===== config.mk =====
export PLATFORM = sky130hd
export DESIGN_NAME = edge_irq_ctrl
export DESIGN_NICKNAME = d
export VERILOG_FILES = /design/src/rtl/eic_pkg.sv /design/src/rtl/eic_sync.sv /design/src/rtl/eic_port.sv /design/src/rtl/edge_irq_ctrl.sv
export SDC_FILE = /design/constraint.sdc
export NUM_CORES = 1
export LEC_CHECK = 0
export BUFFER_PORTS_ARGS = -buffer_cell sky130_fd_sc_hd__buf_2
export CELL_PAD_IN_SITES_DETAIL_PLACEMENT = 0
export CELL_PAD_IN_SITES_GLOBAL_PLACEMENT = 1
export CORE_MARGIN = 2
export CORE_UTILIZATION = 30
export CTS_CLUSTER_DIAMETER = 200
export DETAILED_ROUTE_END_ITERATION = 7
export PLACE_DENSITY_LB_ADDON = 0.1
export REMOVE_ABC_BUFFERS = 1
export SLEW_MARGIN = 5
export SYNTH_ARGS = -nofsm -noshare
export SYNTH_HDL_FRONTEND = slang
export SYNTH_HIERARCHICAL = 1
export SYNTH_SLANG_ARGS = --single-unit
export TNS_END_PERCENT = 50

===== constraint.sdc =====
create_clock -name clk -period 1.8 [get_ports clk]
set_input_delay 0.27 -clock clk [delete_from_list [all_inputs] [get_ports clk]]
set_output_delay 0.27 -clock clk [all_outputs]
set_load 0.02 [all_outputs]

===== src/rtl/eic_pkg.sv =====
package eic_pkg;
    localparam int unsigned LINES = 3;
    localparam int unsigned MODE_W = 2 * LINES;
    localparam int unsigned FLAG_W = 2 * LINES;

    typedef enum logic [1:0] {
        SEL_LEVEL   = 2'd0,
        SEL_MODE    = 2'd1,
        SEL_FLAG    = 2'd2,
        SEL_SUMMARY = 2'd3
    } sel_e;
endpackage


===== src/rtl/eic_sync.sv =====
module eic_sync #(
    parameter int unsigned W      = 12,
    parameter int unsigned STAGES = 2
) (
    input  logic         clk,
    input  logic         rst_n,
    input  logic [W-1:0] din,
    output logic [W-1:0] dout
);
    logic [STAGES-1:0][W-1:0] stage_d, stage_q;

    always_comb begin
        stage_d[0] = din;
        for (int k = 1; k < STAGES; k++) begin
            stage_d[k] = stage_q[k-1];
        end
    end

    always_ff @(posedge clk or negedge rst_n) begin
        if (!rst_n) stage_q <= '0;
        else        stage_q <= stage_d;
    end

    assign dout = stage_q[STAGES-1];
endmodule


===== src/rtl/eic_port.sv =====
module eic_port
    import eic_pkg::*;
(
    input  logic              clk,
    input  logic              rst_n,
    input  logic [LINES-1:0]  lvl_i,
    input  logic              mode_we,
    input  logic [MODE_W-1:0] mode_wdata,
    input  logic              clr_we,
    input  logic [FLAG_W-1:0] clr_mask,
    output logic [MODE_W-1:0] mode_o,
    output logic [FLAG_W-1:0] flag_o,
    output logic              pend_o
);
    typedef struct packed {
        logic [LINES-1:0]  prev;
        logic [MODE_W-1:0] mode;
        logic [FLAG_W-1:0] flag;
    } port_s;

    port_s st_d, st_q;
    logic [LINES-1:0]  rise_en, fall_en, rise_ev, fall_ev;
    logic [FLAG_W-1:0] set_v, armed;

    always_comb begin
        for (int i = 0; i < LINES; i++) begin
            rise_en[i] = st_q.mode[2*i];
            fall_en[i] = st_q.mode[2*i+1];
        end
        rise_ev = lvl_i & ~st_q.prev;
        fall_ev = ~lvl_i & st_q.prev;
        set_v   = {fall_ev & fall_en, rise_ev & rise_en};
        armed   = {fall_en, rise_en};

        st_d      = st_q;
        st_d.prev = lvl_i;
        if (mode_we) st_d.mode = mode_wdata;
        st_d.flag = (st_q.flag & ~(clr_we ? clr_mask : '0)) | set_v;
    end

    always_ff @(posedge clk or negedge rst_n) begin
        if (!rst_n) st_q <= '0;
        else        st_q <= st_d;
    end

    assign mode_o = st_q.mode;
    assign flag_o = st_q.flag;
    assign pend_o = |(st_q.flag & armed);

    for (genvar i = 0; i < LINES; i++) begin : g_chk
        // a flag only appears for a direction that was armed
        p_rise_armed_r6: assert property (@(posedge clk) disable iff (!rst_n)
            $rose(st_q.flag[i]) |-> $past(st_q.mode[2*i]));
        p_fall_armed_r6: assert property (@(posedge clk) disable iff (!rst_n)
            $rose(st_q.flag[LINES+i]) |-> $past(st_q.mode[2*i+1]));
    end

    for (genvar j = 0; j < FLAG_W; j++) begin : g_sticky
        // flags fall only through a write-one-to-clear
        p_flag_sticky_r7: assert property (@(posedge clk) disable iff (!rst_n)
            $fell(st_q.flag[j]) |-> $past(clr_we && clr_mask[j]));
    end
endmodule


===== src/rtl/edge_irq_ctrl.sv =====
module edge_irq_ctrl
    import eic_pkg::*;
#(
    parameter int unsigned NPORT       = 4,
    parameter int unsigned SYNC_STAGES = 2,
    parameter int unsigned DATA_W      = 8,
    localparam int unsigned PORT_W     = (NPORT > 1) ? $clog2(NPORT) : 1,
    localparam int unsigned ADDR_W     = PORT_W + 2
) (
    input  logic                   clk,
    input  logic                   rst_n,
    input  logic [NPORT*LINES-1:0] line_i,
    input  logic [ADDR_W-1:0]      reg_addr,
    input  logic                   reg_we,
    input  logic [DATA_W-1:0]      reg_wdata,
    output logic [DATA_W-1:0]      reg_rdata,
    output logic                   host_int_oe
);
    typedef struct packed {
        logic [DATA_W-1:0] rdata;
        logic              oe;
    } top_s;

    top_s top_d, top_q;

    logic [NPORT*LINES-1:0]         lvl_s;
    logic [NPORT-1:0][MODE_W-1:0]   mode_all;
    logic [NPORT-1:0][FLAG_W-1:0]   flag_all;
    logic [NPORT-1:0]               pend_all;
    logic [NPORT-1:0]               mode_we_v, clr_we_v;
    logic [PORT_W-1:0]              port_idx;
    sel_e                           sel;

    assign port_idx = reg_addr[ADDR_W-1:2];
    assign sel      = sel_e'(reg_addr[1:0]);

    eic_sync #(.W(NPORT*LINES), .STAGES(SYNC_STAGES)) u_sync (
        .clk  (clk),
        .rst_n(rst_n),
        .din  (line_i),
        .dout (lvl_s)
    );

    for (genvar p = 0; p < NPORT; p++) begin : g_port
        assign mode_we_v[p] = reg_we && (sel == SEL_MODE) && (port_idx == PORT_W'(p));
        assign clr_we_v[p]  = reg_we && (sel == SEL_FLAG) && (port_idx == PORT_W'(p));

        eic_port u_port (
            .clk       (clk),
            .rst_n     (rst_n),
            .lvl_i     (lvl_s[p*LINES +: LINES]),
            .mode_we   (mode_we_v[p]),
            .mode_wdata(reg_wdata[MODE_W-1:0]),
            .clr_we    (clr_we_v[p]),
            .clr_mask  (reg_wdata[FLAG_W-1:0]),
            .mode_o    (mode_all[p]),
            .flag_o    (flag_all[p]),
            .pend_o    (pend_all[p])
        );
    end

    always_comb begin
        top_d       = top_q;
        top_d.oe    = |pend_all;
        top_d.rdata = '0;
        if (sel == SEL_SUMMARY) begin
            top_d.rdata = DATA_W'(pend_all);
        end else begin
            for (int p = 0; p < NPORT; p++) begin
                if (port_idx == PORT_W'(p)) begin
                    case (sel)
                        SEL_LEVEL: top_d.rdata = DATA_W'(lvl_s[p*LINES +: LINES]);
                        SEL_MODE:  top_d.rdata = DATA_W'(mode_all[p]);
                        SEL_FLAG:  top_d.rdata = DATA_W'(flag_all[p]);
                        default:   top_d.rdata = '0;
                    endcase
                end
            end
        end
    end

    always_ff @(posedge clk or negedge rst_n) begin
        if (!rst_n) top_q <= '0;
        else        top_q <= top_d;
    end

    assign reg_rdata   = top_q.rdata;
    assign host_int_oe = top_q.oe;

    // any pending armed flag pulls the line on the next edge
    p_raise_r8: assert property (@(posedge clk) disable iff (!rst_n)
        (|pend_all) |=> host_int_oe);
    // with nothing pending the line is released on the next edge
    p_release_r8: assert property (@(posedge clk) disable iff (!rst_n)
        !(|pend_all) |=> !host_int_oe);
    // the interrupt only drops after a host write
    p_drop_after_write_r7: assert property (@(posedge clk) disable iff (!rst_n)
        $fell(host_int_oe) |-> $past(reg_we, 2));
endmodule


# Word level (Yosys, flattened, before mapping)
# Index checks and enable logic that the tools add are counted.
# op_classes
order_cmp	0
add_sub_neg	0
n_shift	0
reduce_logical	17
eq_ne	6
bitwise_logic	40
muxes	13
n_mul	0
div_mod_pow	0
# ops
op	n
$pmux 6 s3	4
$and 3x3->3	16
$and 6x6->6	8
$mux 8	4
$mux 6	5
$not 3->3	8
$not 6->6	4
$or 6x6->6	4
$reduce_or 24->1	1
$reduce_or 6->1	4
$logic_and 1x1->1	10
$eq 2x2->1 const B	4
$eq 2x1->1 const B	2
$logic_not 2->1	2
# word_totals
latchBits	0
register_bits	93
wordCells	92
out_inout_bits	9
in_bits	27
romBits	0
n_memories	0
ram_bits	0

# Depth between registers and ports, before layout
# Gate-level depths: netlist of the first run.
# depth
ltp_word	7
mapped_depth	7
ltp_nobuf	5

# Modules after synthesis
# Netlist of the first run, hierarchy kept.
# modules_own_cells
module	seq_area_each_um2	cells_each	n_inst	area_each_um2
eic_port	375.4	56	4	693.2
edge_irq_ctrl	175.2	115	1	890.9
eic_sync	600.6	24	1	600.6

# Worst setup path before layout of the first run
# No wires, ideal clock.
# synth_timing
path_type	in2reg
from	input reg_addr[0]
to	register g_port[0].u_port.st_q (netlist bit g_port[0].u_port/flag_o[1])
arrival_time_ns	1.397
path_slack_ns	0.282
setup_ns	0.122
n_path_buf	2
t_required_ns	1.678
cell_stages	7
path_cell_list	buf_6 nor2b_1 buf_2 nand2_1 nor3_1 nand2_1 a32o_1
# synth_rtl
element	line	source
start, declared	edge_irq_ctrl.sv:13	input logic [ADDR_W-1:0] reg_addr,
end signal, assigned	eic_port.sv:43	else st_q <= st_d;
end, declared	eic_port.sv:21	port_s st_d, st_q;

==> results of run 1 <==
## placed cells by master, fill, tap and decap left out, types with 6 or more instances in the layout
cell type	Yosys	layout
dfrtp_1	91	91
nand2_1	49	49
buf_2	6	30
mux2_4	24	24
o2bb2ai_1	20	20
buf_4	50	17
a22oi_1	16	16
nor2_1	13	13
inv_1	12	12
mux2i_1	10	10
clkbuf_16	0	9
o221ai_1	7	7
nand3_1	6	6
a21oi_1	6	6
## power by group through the flow
| stage | clock network (uW) | registers, uW | logic [uW] |
|---|---|---|---|
| 3_5_place_dp | 0 | 2690 | 831 |
| 6_report | 1830 | 2650 | 823 |
| 5_1_grt | 1970 | 2700 | 922 |
| 2_1_floorplan | 0 | 2590 | 533 |
| 4_1_cts | 1880 | 2660 | 836 |
| 3_3_place_gp | 0 | 2700 | 827 |
## registers in the layout, summed over array words and instances, names as in the netlist
signal                cells
u_sync/stage_d           12
g_port.u_port/st_q       12
host_int_oe               1
g_port.u_port/flag_o     24
u_sync/dout              12
reg_rdata                 6
g_port.u_port/mode_o     24
## cells by family after synthesis
kind of cell / share of synthesized area (%)
mux: 11.3
other cells: 0.0879
simple gates: 7.75
compound gates: 14.6
flops: 53.4
buf+inv: 12.9
## final timing paths
kind | start | to | slack (ns) | cells past startpoint
setup / recovery | g_port[1].u_port/mode_o[4] | host_int_oe | 0.29 | 3
hold / removal | line_i[6] | u_sync/stage_d[18] | 0.03 | 1
setup reg to reg | g_port[1].u_port/mode_o[4] | host_int_oe | 0.29 | 3
hold reg to reg | u_sync/stage_d[21] | u_sync/dout[9] | 0.35 | 0
max in group asynchronous | rst_n | u_sync/stage_d[16] | 0.87 | 3
min in group asynchronous | rst_n | g_port[3].u_port/st_q[12] | 0.50 | 3
## worst max-delay path, cell delays in order (launching register included)
cell     delay [ns]
dfrtp_1        0.46
a22oi_1        0.22
nand3_1        0.17
or4_1          0.53
## metrics by stage
step           instance area [um^2]  power (uW)  std cells  utilization, %  TNS (ns)
2_1_floorplan                  3760        3120        299               -     -1.62
3_3_place_gp                   4310        3520        528            31.0         0
3_5_place_dp                   4310        3520        528            31.0         0
4_1_cts                        4610        5380        545            33.2         0
5_1_grt                        4610        5590        545            33.2         0
6_report                       4610        5300        545            33.2         0
## what timing repair did
action | 4_1_cts | 5_1_grt
setup buffers | 0 | 0
hold endpoints to repair | 30 | 0
setup endpoints to repair | 0 | 0
hold buffers | 1 | 0
## per-layer routing
metal | global-route usage [%] | up-vias | wire (um)
met2 | 22.3 | 49 | 4540
met1 | 21.4 | 1350 | 5210
met3 | 3.32 | 16 | 324
li1 | - | 1231 | -
met4 | 6.46 | 0 | 283
met5 | 0 | - | 0
## area by class of cell
cell class | instances | area, um^2 | area share (%)
clock buffer | 15 | 288 | 6.24
clock inverter | 1 | 5.00 | 0.109
inverter | 12 | 45.0 | 0.977
multi-input combinational | 196 | 1440 | 31.3
sequential | 91 | 2280 | 49.4
tap | 180 | 225 | 4.88
timing repair buffer | 50 | 328 | 7.11
==> results.yml, run 1 <==
drt:
  drtPass1Iterations: 4
  routed_via_density: 4.86
  detailedRoute.firstIterationViolations: 157
  avgRoutedWirePerCell_um: 19.0
  vias: 2646
  drc: 0
  wl_um: 10400
  antenna_left: 0
power:
  combPwrFrac_pct: 15.5
  swShare_pct: 26.9
  clockPowerShare_pct: 34.4
  internal_power_uw: 3880
  p_seq_share_pct: 50.1
  peakVddDrop_uv: 447
  powerDensity_mw_per_mm2: 1150
  switching_power_uw: 1420
  p_leak_uw: 0.00201
timing:
  min_period_over_period_pct: 84.2
  report.final.setup_viol: 0
  period_needed_ns: 1.51
  relSlewSlack_pct: 65.7
  fin_ws_ns: 0.285
  hold_violations: 0
  hold_ws_ns: 0.0274
  tightest_slew_ns: 0.515
  rsz0062_at_grt: "false"
  drv_slew: 0
  fmax_mhz: 660
  fin_skew_ns: 0.00556
synth:
  synth-seq-cells: 91
  synth_seq_area_share_pct: 53.4
  netlist.area_leader.share_pct: 53.4
  syn-cell-area_mm2: 0.00426
  synth-edff-count: 0
  yosys_warnings: 6
  synth.avg_cell_area_um2: 11.7
  synth.cells.most_frequent: "91 x dfrtp_1, 50 x buf_4, 49 x nand2_1, 24 x mux2_4, 20 x o2bb2ai_1"
  ys_types: 38
  netlist_instances: 363
  post-synth-top-area-cell: "dfrtp_1"
  ys_async_sr_fraction_pct: 100
  synth-main-ff-cell: "dfrtp_1"
  synth_most_common_cell: "dfrtp_1"
  synth_area_leaders: "dfrtp_1 53%, buf_4 8.8%, mux2_4 8.5%"
final_layout:
  final_nets: 387
  drive_gt1_share_pct: 24.7
  antenna_cells: 0
  fillers: 1420
  area_delta_synth_final_pct: 8.13
floorplanning:
  start_util_pct: 30.7
  die_area_mm2: 0.0152
  io_pins: 36
  rows: 43
  die_x_um: 123
  die_h_um: 123
  coreArea_mm2: 0.0139
global_route:
  grt_pass1_vias: 2779
  antenna_found_initial: 0
  overflow: 0
  globalRouteTotalUtil_pct: 15.1
  grt_pass1_wl_um: 16700
  grt_max_degree: 92
clocking:
  cts_made_buffers: 9
  clock_path_buffers: 2
  htreeDepth: 3
  path_clk_slew_ns: 0.06
  cts-resized-gates: 0
  cts_root_buffer: "clkbuf_16"
  clkSinkCount: 91
  worstSkewPairLatency_ns: 0.34
  cts_tree: "done"
placed_design:
  place_worst_setup_slack_ns: 0.0607
  gp_congestion: 0.770
  port-buffer-count: 31
  dp_hpwl_um: 7030
hold_path:
  min-delay-path-class: "in -> reg"
run:
  max_cap_violations: 0
setup_path:
  startpoint_type: "flip-flop"
  crit_fanout: 4
  end_kind: "flip-flop"
  worstSetupPathType: "reg -> reg"
  arrival_ns: 1.72
  required_ns: 2.00
status:
  status: "finished, final reports clean"
Note: power is estimated with default switching activity, not from simulation.
==> run 2: changes to the inputs <==
==> constraint.sdc (replaced) <==
create_clock -name clk -period 1.3 [get_ports clk]
set_input_delay 0.195 -clock clk [delete_from_list [all_inputs] [get_ports clk]]
set_output_delay 0.195 -clock clk [all_outputs]
set_load 0.02 [all_outputs]
==> results.yml, run 2 (synthesized netlist as in run 1, its figures left out) <==
status:
  status: "finished with violations"
  violations: "setup timing"
placed_design:
  port-buffer-count: 31
  gp_congestion: 0.798
  dp_hpwl_um: 8530
setup_path:
  path_buf_inv: 0
  cp_slowest_cell: "or4_4"
  required_ns: 1.51
  crit_family: "simple AND/OR/NAND/NOR gates"
  end_kind: "flip-flop"
  rr_endpoint: "host_int_oe"
  ff2ff_setup_slack_ns: -0.12
  reg2regPathDepth: 3
  worstSetupPathType: "reg -> reg"
  worst_path_largest_cell_delay_ns: 0.55
  rr_startpoint: "g_port[3].u_port/flag_o[2]"
  worstPathCellList: "a22oi_2 > nand3_2 > or4_4"
  crit_fanout: 2
  startpoint_type: "flip-flop"
  arrival_ns: 1.63
final_layout:
  final_nets: 479
  antenna_cells: 0
  area_delta_synth_final_pct: 30.0
  drive_gt1_share_pct: 44.7
  final_cell_mix: "91 x dfrtp_1, 90 x buf_4, 49 x nand2_1, 30 x buf_2, 25 x mux2_4"
  final_common_cell: "dfrtp_1"
hold_path:
  hold_depth: 2
  min_to: "reg_rdata[5]"
  min-delay-path-class: "in -> reg"
  worstHoldStart: "reg_addr[3]"
drt:
  routed_via_density: 4.64
  vias: 2951
  antenna_left: 0
  avgRoutedWirePerCell_um: 18.6
  wl_um: 11800
  detailedRoute.firstIterationViolations: 159
  drc: 0
  drtPass1Iterations: 4
timing:
  fmax_mhz: 705
  fin_skew_ns: 0.00816
  rsz0062_at_grt: "true"
  hold_ws_ns: 0.252
  hold_violations: 0
  period_needed_ns: 1.42
  drv_slew: 0
  report.final.setup_viol: 2
  fin_ws_ns: -0.118
  min_period_over_period_pct: 109
power:
  powerDensity_mw_per_mm2: 1470
  clockPowerShare_pct: 29.4
  finalPower_uw: 8150
  p_leak_uw: 0.00246
  combPwrFrac_pct: 27.3
  swShare_pct: 28.3
  internal_power_uw: 5840
  switching_power_uw: 2310
  p_seq_share_pct: 43.3
  peakVddDrop_uv: 834
clocking:
  cts_tree: "done"
  clock_path_buffers: 2
  htreeDepth: 3
  worstSkewPairLatency_ns: 0.35
  cts_made_buffers: 9
  path_clk_slew_ns: 0.05
  clkSinkCount: 91
  cts_root_buffer: "clkbuf_16"
global_route:
  grt_pass1_vias: 3128
  overflow: 0
  grt_pass1_wl_um: 18900
  antenna_found_initial: 0
  grt_max_degree: 34
  globalRouteTotalUtil_pct: 17.4
floorplanning:
  die_area_mm2: 0.0152
  die_x_um: 123
  io_pins: 36
  coreArea_mm2: 0.0139
  start_util_pct: 30.7
  rows: 43
  die_h_um: 123
run:
  max_cap_violations: 0
-- run 2: cell count changes in the layout (fill, tap and decap cells not counted), moves of 4 or more --
cell,change
nand3_1,-4
mux2i_1,-5
o221ai_2,+5
buf_6,+6
a22oi_2,+11
dlygate4sd3_1,+12
a22oi_1,-11
nand3_2,+4
buf_4,+73
o221ai_1,-5
-- run 2: cell type report --
type / instances / area [um^2]
Inverter: 12 / 45.0
Tap cell: 180 / 225
Clock buffer: 13 / 250
Clock inverter: 2 / 12.5
Timing Repair Buffer: 142 / 1080
Sequential cell: 91 / 2280
Multi-Input combinational cell: 196 / 1650
Fill cell: 1368 / 8340
-- run 2: how the worst max path moves through the flow --
stage,start,to,slack (ns),depth (start not counted)
after global routing,g_port[1].u_port/mode_o[0],host_int_oe,-0.15,3
after detailed placement,reg_addr[1],reg_rdata[0],-0.35,6
final,g_port[3].u_port/flag_o[2],host_int_oe,-0.12,3
after CTS,g_port[3].u_port/mode_o[0],host_int_oe,-0.11,3
after floorplan,reg_addr[0],g_port[0].u_port/mode_o[0],-0.69,4
after global placement,reg_addr[1],reg_rdata[0],-0.36,6
-- run 2: through the flow --
stage / std cells / area [um^2] / worst slack [ns] / setup TNS, ns / utilization (%)
6_report: 636 / 5550 / -0.118 / -0.170 / 39.9
5_1_grt: 636 / 5550 / -0.149 / -0.371 / 39.9
4_1_cts: 636 / 5400 / -0.115 / -0.234 / 38.9
3_5_place_dp: 608 / 4920 / -0.354 / -10.09 / 35.5
3_3_place_gp: 608 / 4920 / -0.358 / -9.87 / 35.5
2_1_floorplan: 299 / 3760 / -0.695 / -13.15 / -
-- run 2: what timing repair did --
action / in CTS / in global routing
setup endpoints to repair: 6 / 19
setup buffers: 0 / 1
pin swaps: 5 / 17
resized for setup: 18 / 29
endpoints found under the hold margin: 26 / 0
hold buffers: 13 / 0
-- run 2: power by group through the flow --
stage | Combinational, uW | Clock, uW | Sequential, uW
6_report | 2230 | 2390 | 3530
5_1_grt | 2400 | 2640 | 3580
4_1_cts | 2110 | 2500 | 3510
3_5_place_dp | 1980 | 0 | 3520
3_3_place_gp | 1970 | 0 | 3520
2_1_floorplan | 739 | 0 | 3590
-- run 2: metal layers --
| metal | global-route usage (%) | up-vias | routed length, um |
|---|---|---|---|
| met5 | 0 | - | 0 |
| met4 | 5.75 | 0 | 180 |
| met3 | 3.64 | 11 | 415 |
| met2 | 27.2 | 58 | 5580 |
| met1 | 23.9 | 1474 | 5660 |
| li1 | - | 1408 | - |
-- run 2: worst register-to-register path, delay by kind of cell, from the launching register on --
family | cells | cell delay (ns)
AOI/OAI and AO/OA | 1 | 0.22
and+or+nand+nor | 2 | 0.67
DFF | 1 | 0.39
==> run 3: changes to the inputs <==
--- a/config.mk
+++ b/config.mk
@@ -10,11 +10,11 @@
 export CELL_PAD_IN_SITES_GLOBAL_PLACEMENT = 1
 export CORE_MARGIN = 2
 export CORE_UTILIZATION = 30
+export CTS_BUF_LIST = sky130_fd_sc_hd__clkbuf_2 sky130_fd_sc_hd__clkbuf_4 sky130_fd_sc_hd__clkbuf_8
 export CTS_CLUSTER_DIAMETER = 200
 export DETAILED_ROUTE_END_ITERATION = 7
 export PLACE_DENSITY_LB_ADDON = 0.1
 export REMOVE_ABC_BUFFERS = 1
-export SLEW_MARGIN = 5
 export SYNTH_ARGS = -nofsm -noshare
 export SYNTH_HDL_FRONTEND = slang
 export SYNTH_HIERARCHICAL = 1
==> results.yml, run 3 (synthesized netlist as in run 1, its figures left out) <==
global_route:
  antenna_found_initial: 0
  grt_pass1_wl_um: 18900
  grt_max_degree: 34
  globalRouteTotalUtil_pct: 17.4
  overflow: 0
  grt_pass1_vias: 3133
final_layout:
  area_delta_synth_final_pct: 27.8
  drive_gt1_share_pct: 45.1
  fin_area_mm2: 0.00545
  final_nets: 480
  fillers: 1371
  seq_area_mm2: 0.00228
  final_cell_mix: "91 x dfrtp_1, 91 x buf_4, 49 x nand2_1, 30 x buf_2, 25 x mux2_4"
  antenna_cells: 0
  layout.cells.non_filler: 637
  multiInputGateArea_mm2: 0.00164
setup_path:
  crit_fanout: 2
  ff2ff_setup_slack_ns: -0.13
  reg2regPathDepth: 3
  required_ns: 1.54
  cp_slowest_cell: "or4_4"
  startpoint_type: "flip-flop"
  worstPathCellList: "a22oi_2 > nand3_2 > or4_4"
  arrival_ns: 1.67
  worstSetupPathType: "reg -> reg"
  worst_path_largest_cell_delay_ns: 0.55
  end_kind: "flip-flop"
clocking:
  cts_tree: "done"
  clkSinkCount: 91
  htreeDepth: 3
  clock_path_buffers: 2
  cts_root_buffer: "clkbuf_8"
  cts_made_buffers: 9
  path_clk_slew_ns: 0.09
  worstSkewPairLatency_ns: 0.38
power:
  internal_power_uw: 5300
  p_leak_uw: 0.00243
  peakVddDrop_uv: 673
  switching_power_uw: 2230
  p_seq_share_pct: 46.8
  swShare_pct: 29.6
  combPwrFrac_pct: 29.4
  clockPowerShare_pct: 23.8
  powerDensity_mw_per_mm2: 1380
timing:
  fin_ws_ns: -0.128
  report.final.setup_viol: 3
  finalSetupTns_ns: -0.181
  rsz0062_at_grt: "true"
  hold_violations: 0
  drv_slew: 0
  min_period_over_period_pct: 110
  period_needed_ns: 1.43
  fin_skew_ns: 0.0154
  fmax_mhz: 700
floorplanning:
  die_x_um: 123
  die_h_um: 123
  die_area_mm2: 0.0152
  coreArea_mm2: 0.0139
  start_util_pct: 30.7
  io_pins: 36
  rows: 43
placed_design:
  port-buffer-count: 31
  dp_cells: 608
  gp_congestion: 0.798
  place_area_mm2: 0.00492
  dp_hpwl_um: 8530
drt:
  wl_um: 11900
  detailedRoute.firstIterationViolations: 260
  routed_via_density: 4.63
  antenna_left: 0
  drc: 0
  drtPass1Iterations: 4
  avgRoutedWirePerCell_um: 18.6
  vias: 2952
run:
  max_cap_violations: 0
status:
  violations: "setup timing"
  status: "finished with violations"
hold_path:
  hold_depth: 3
  min-delay-path-class: "in -> reg"
run 3: final timing paths:
path	start	end
hold reg to reg	u_sync/stage_d[23]	u_sync/dout[11]
setup reg to reg	g_port[3].u_port/flag_o[0]	host_int_oe
setup / recovery	g_port[3].u_port/flag_o[0]	host_int_oe
hold / removal	reg_wdata[0]	g_port[2].u_port/flag_o[0]
max in group asynchronous	rst_n	u_sync/stage_d[14]
min in group asynchronous	rst_n	reg_rdata[0]
run 3: metal layers:
layer  routed length (um)  global-route usage [%]
met4                  163                    5.18
met3                  463                    4.61
met1                 5680                    23.8
met2                 5550                    26.9
met5                    0                       0
run 3: repair_timing:
action                     CTS  global route
setup buffers                0             1
setup endpoints to repair    6             8
cloned                       0             0
resized for setup           18            28
hold buffers                13             0
hold endpoints to repair   103             0
pin swaps                    5            16
run 3: layout make-up:
type,instances,share of cell area [%]
timing repair buffer,143,20.0
sequential,91,41.8
multi-input combinational,196,30.1
tap,180,4.13
clock buffer,13,2.94
inverter,12,0.826
clock inverter,2,0.230
run 3: worst max-delay path, delay by kind of cell, from the launching register on:
kind	cells	cell delay (ns)
flip-flops	1	0.40
AND/OR/NAND/NOR	2	0.68
AO/OA/AOI/OAI	1	0.21
run 3: power by group through the flow:
stage | logic [uW] | clock network [uW] | registers (uW)
after detailed placement | 1980 | 0 | 3520
after CTS | 2110 | 1870 | 3510
after global placement | 1970 | 0 | 3520
after global routing | 2410 | 2030 | 3580
after floorplan | 739 | 0 | 3590
final | 2220 | 1800 | 3530
run 3: metrics by stage:
| step | setup slack, ns | hold slack (ns) | util (%) | power, uW |
|---|---|---|---|---|
| 4_1_cts | -0.120 | 0.197 | 38.3 | 7480 |
| 2_1_floorplan | -0.695 | -0.101 | - | 4320 |
| 3_5_place_dp | -0.354 | 0.0949 | 35.5 | 5510 |
| 5_1_grt | -0.166 | 0.208 | 39.3 | 8010 |
| 6_report | -0.128 | 0.225 | 39.3 | 7540 |
| 3_3_place_gp | -0.358 | 0.0985 | 35.5 | 5500 |
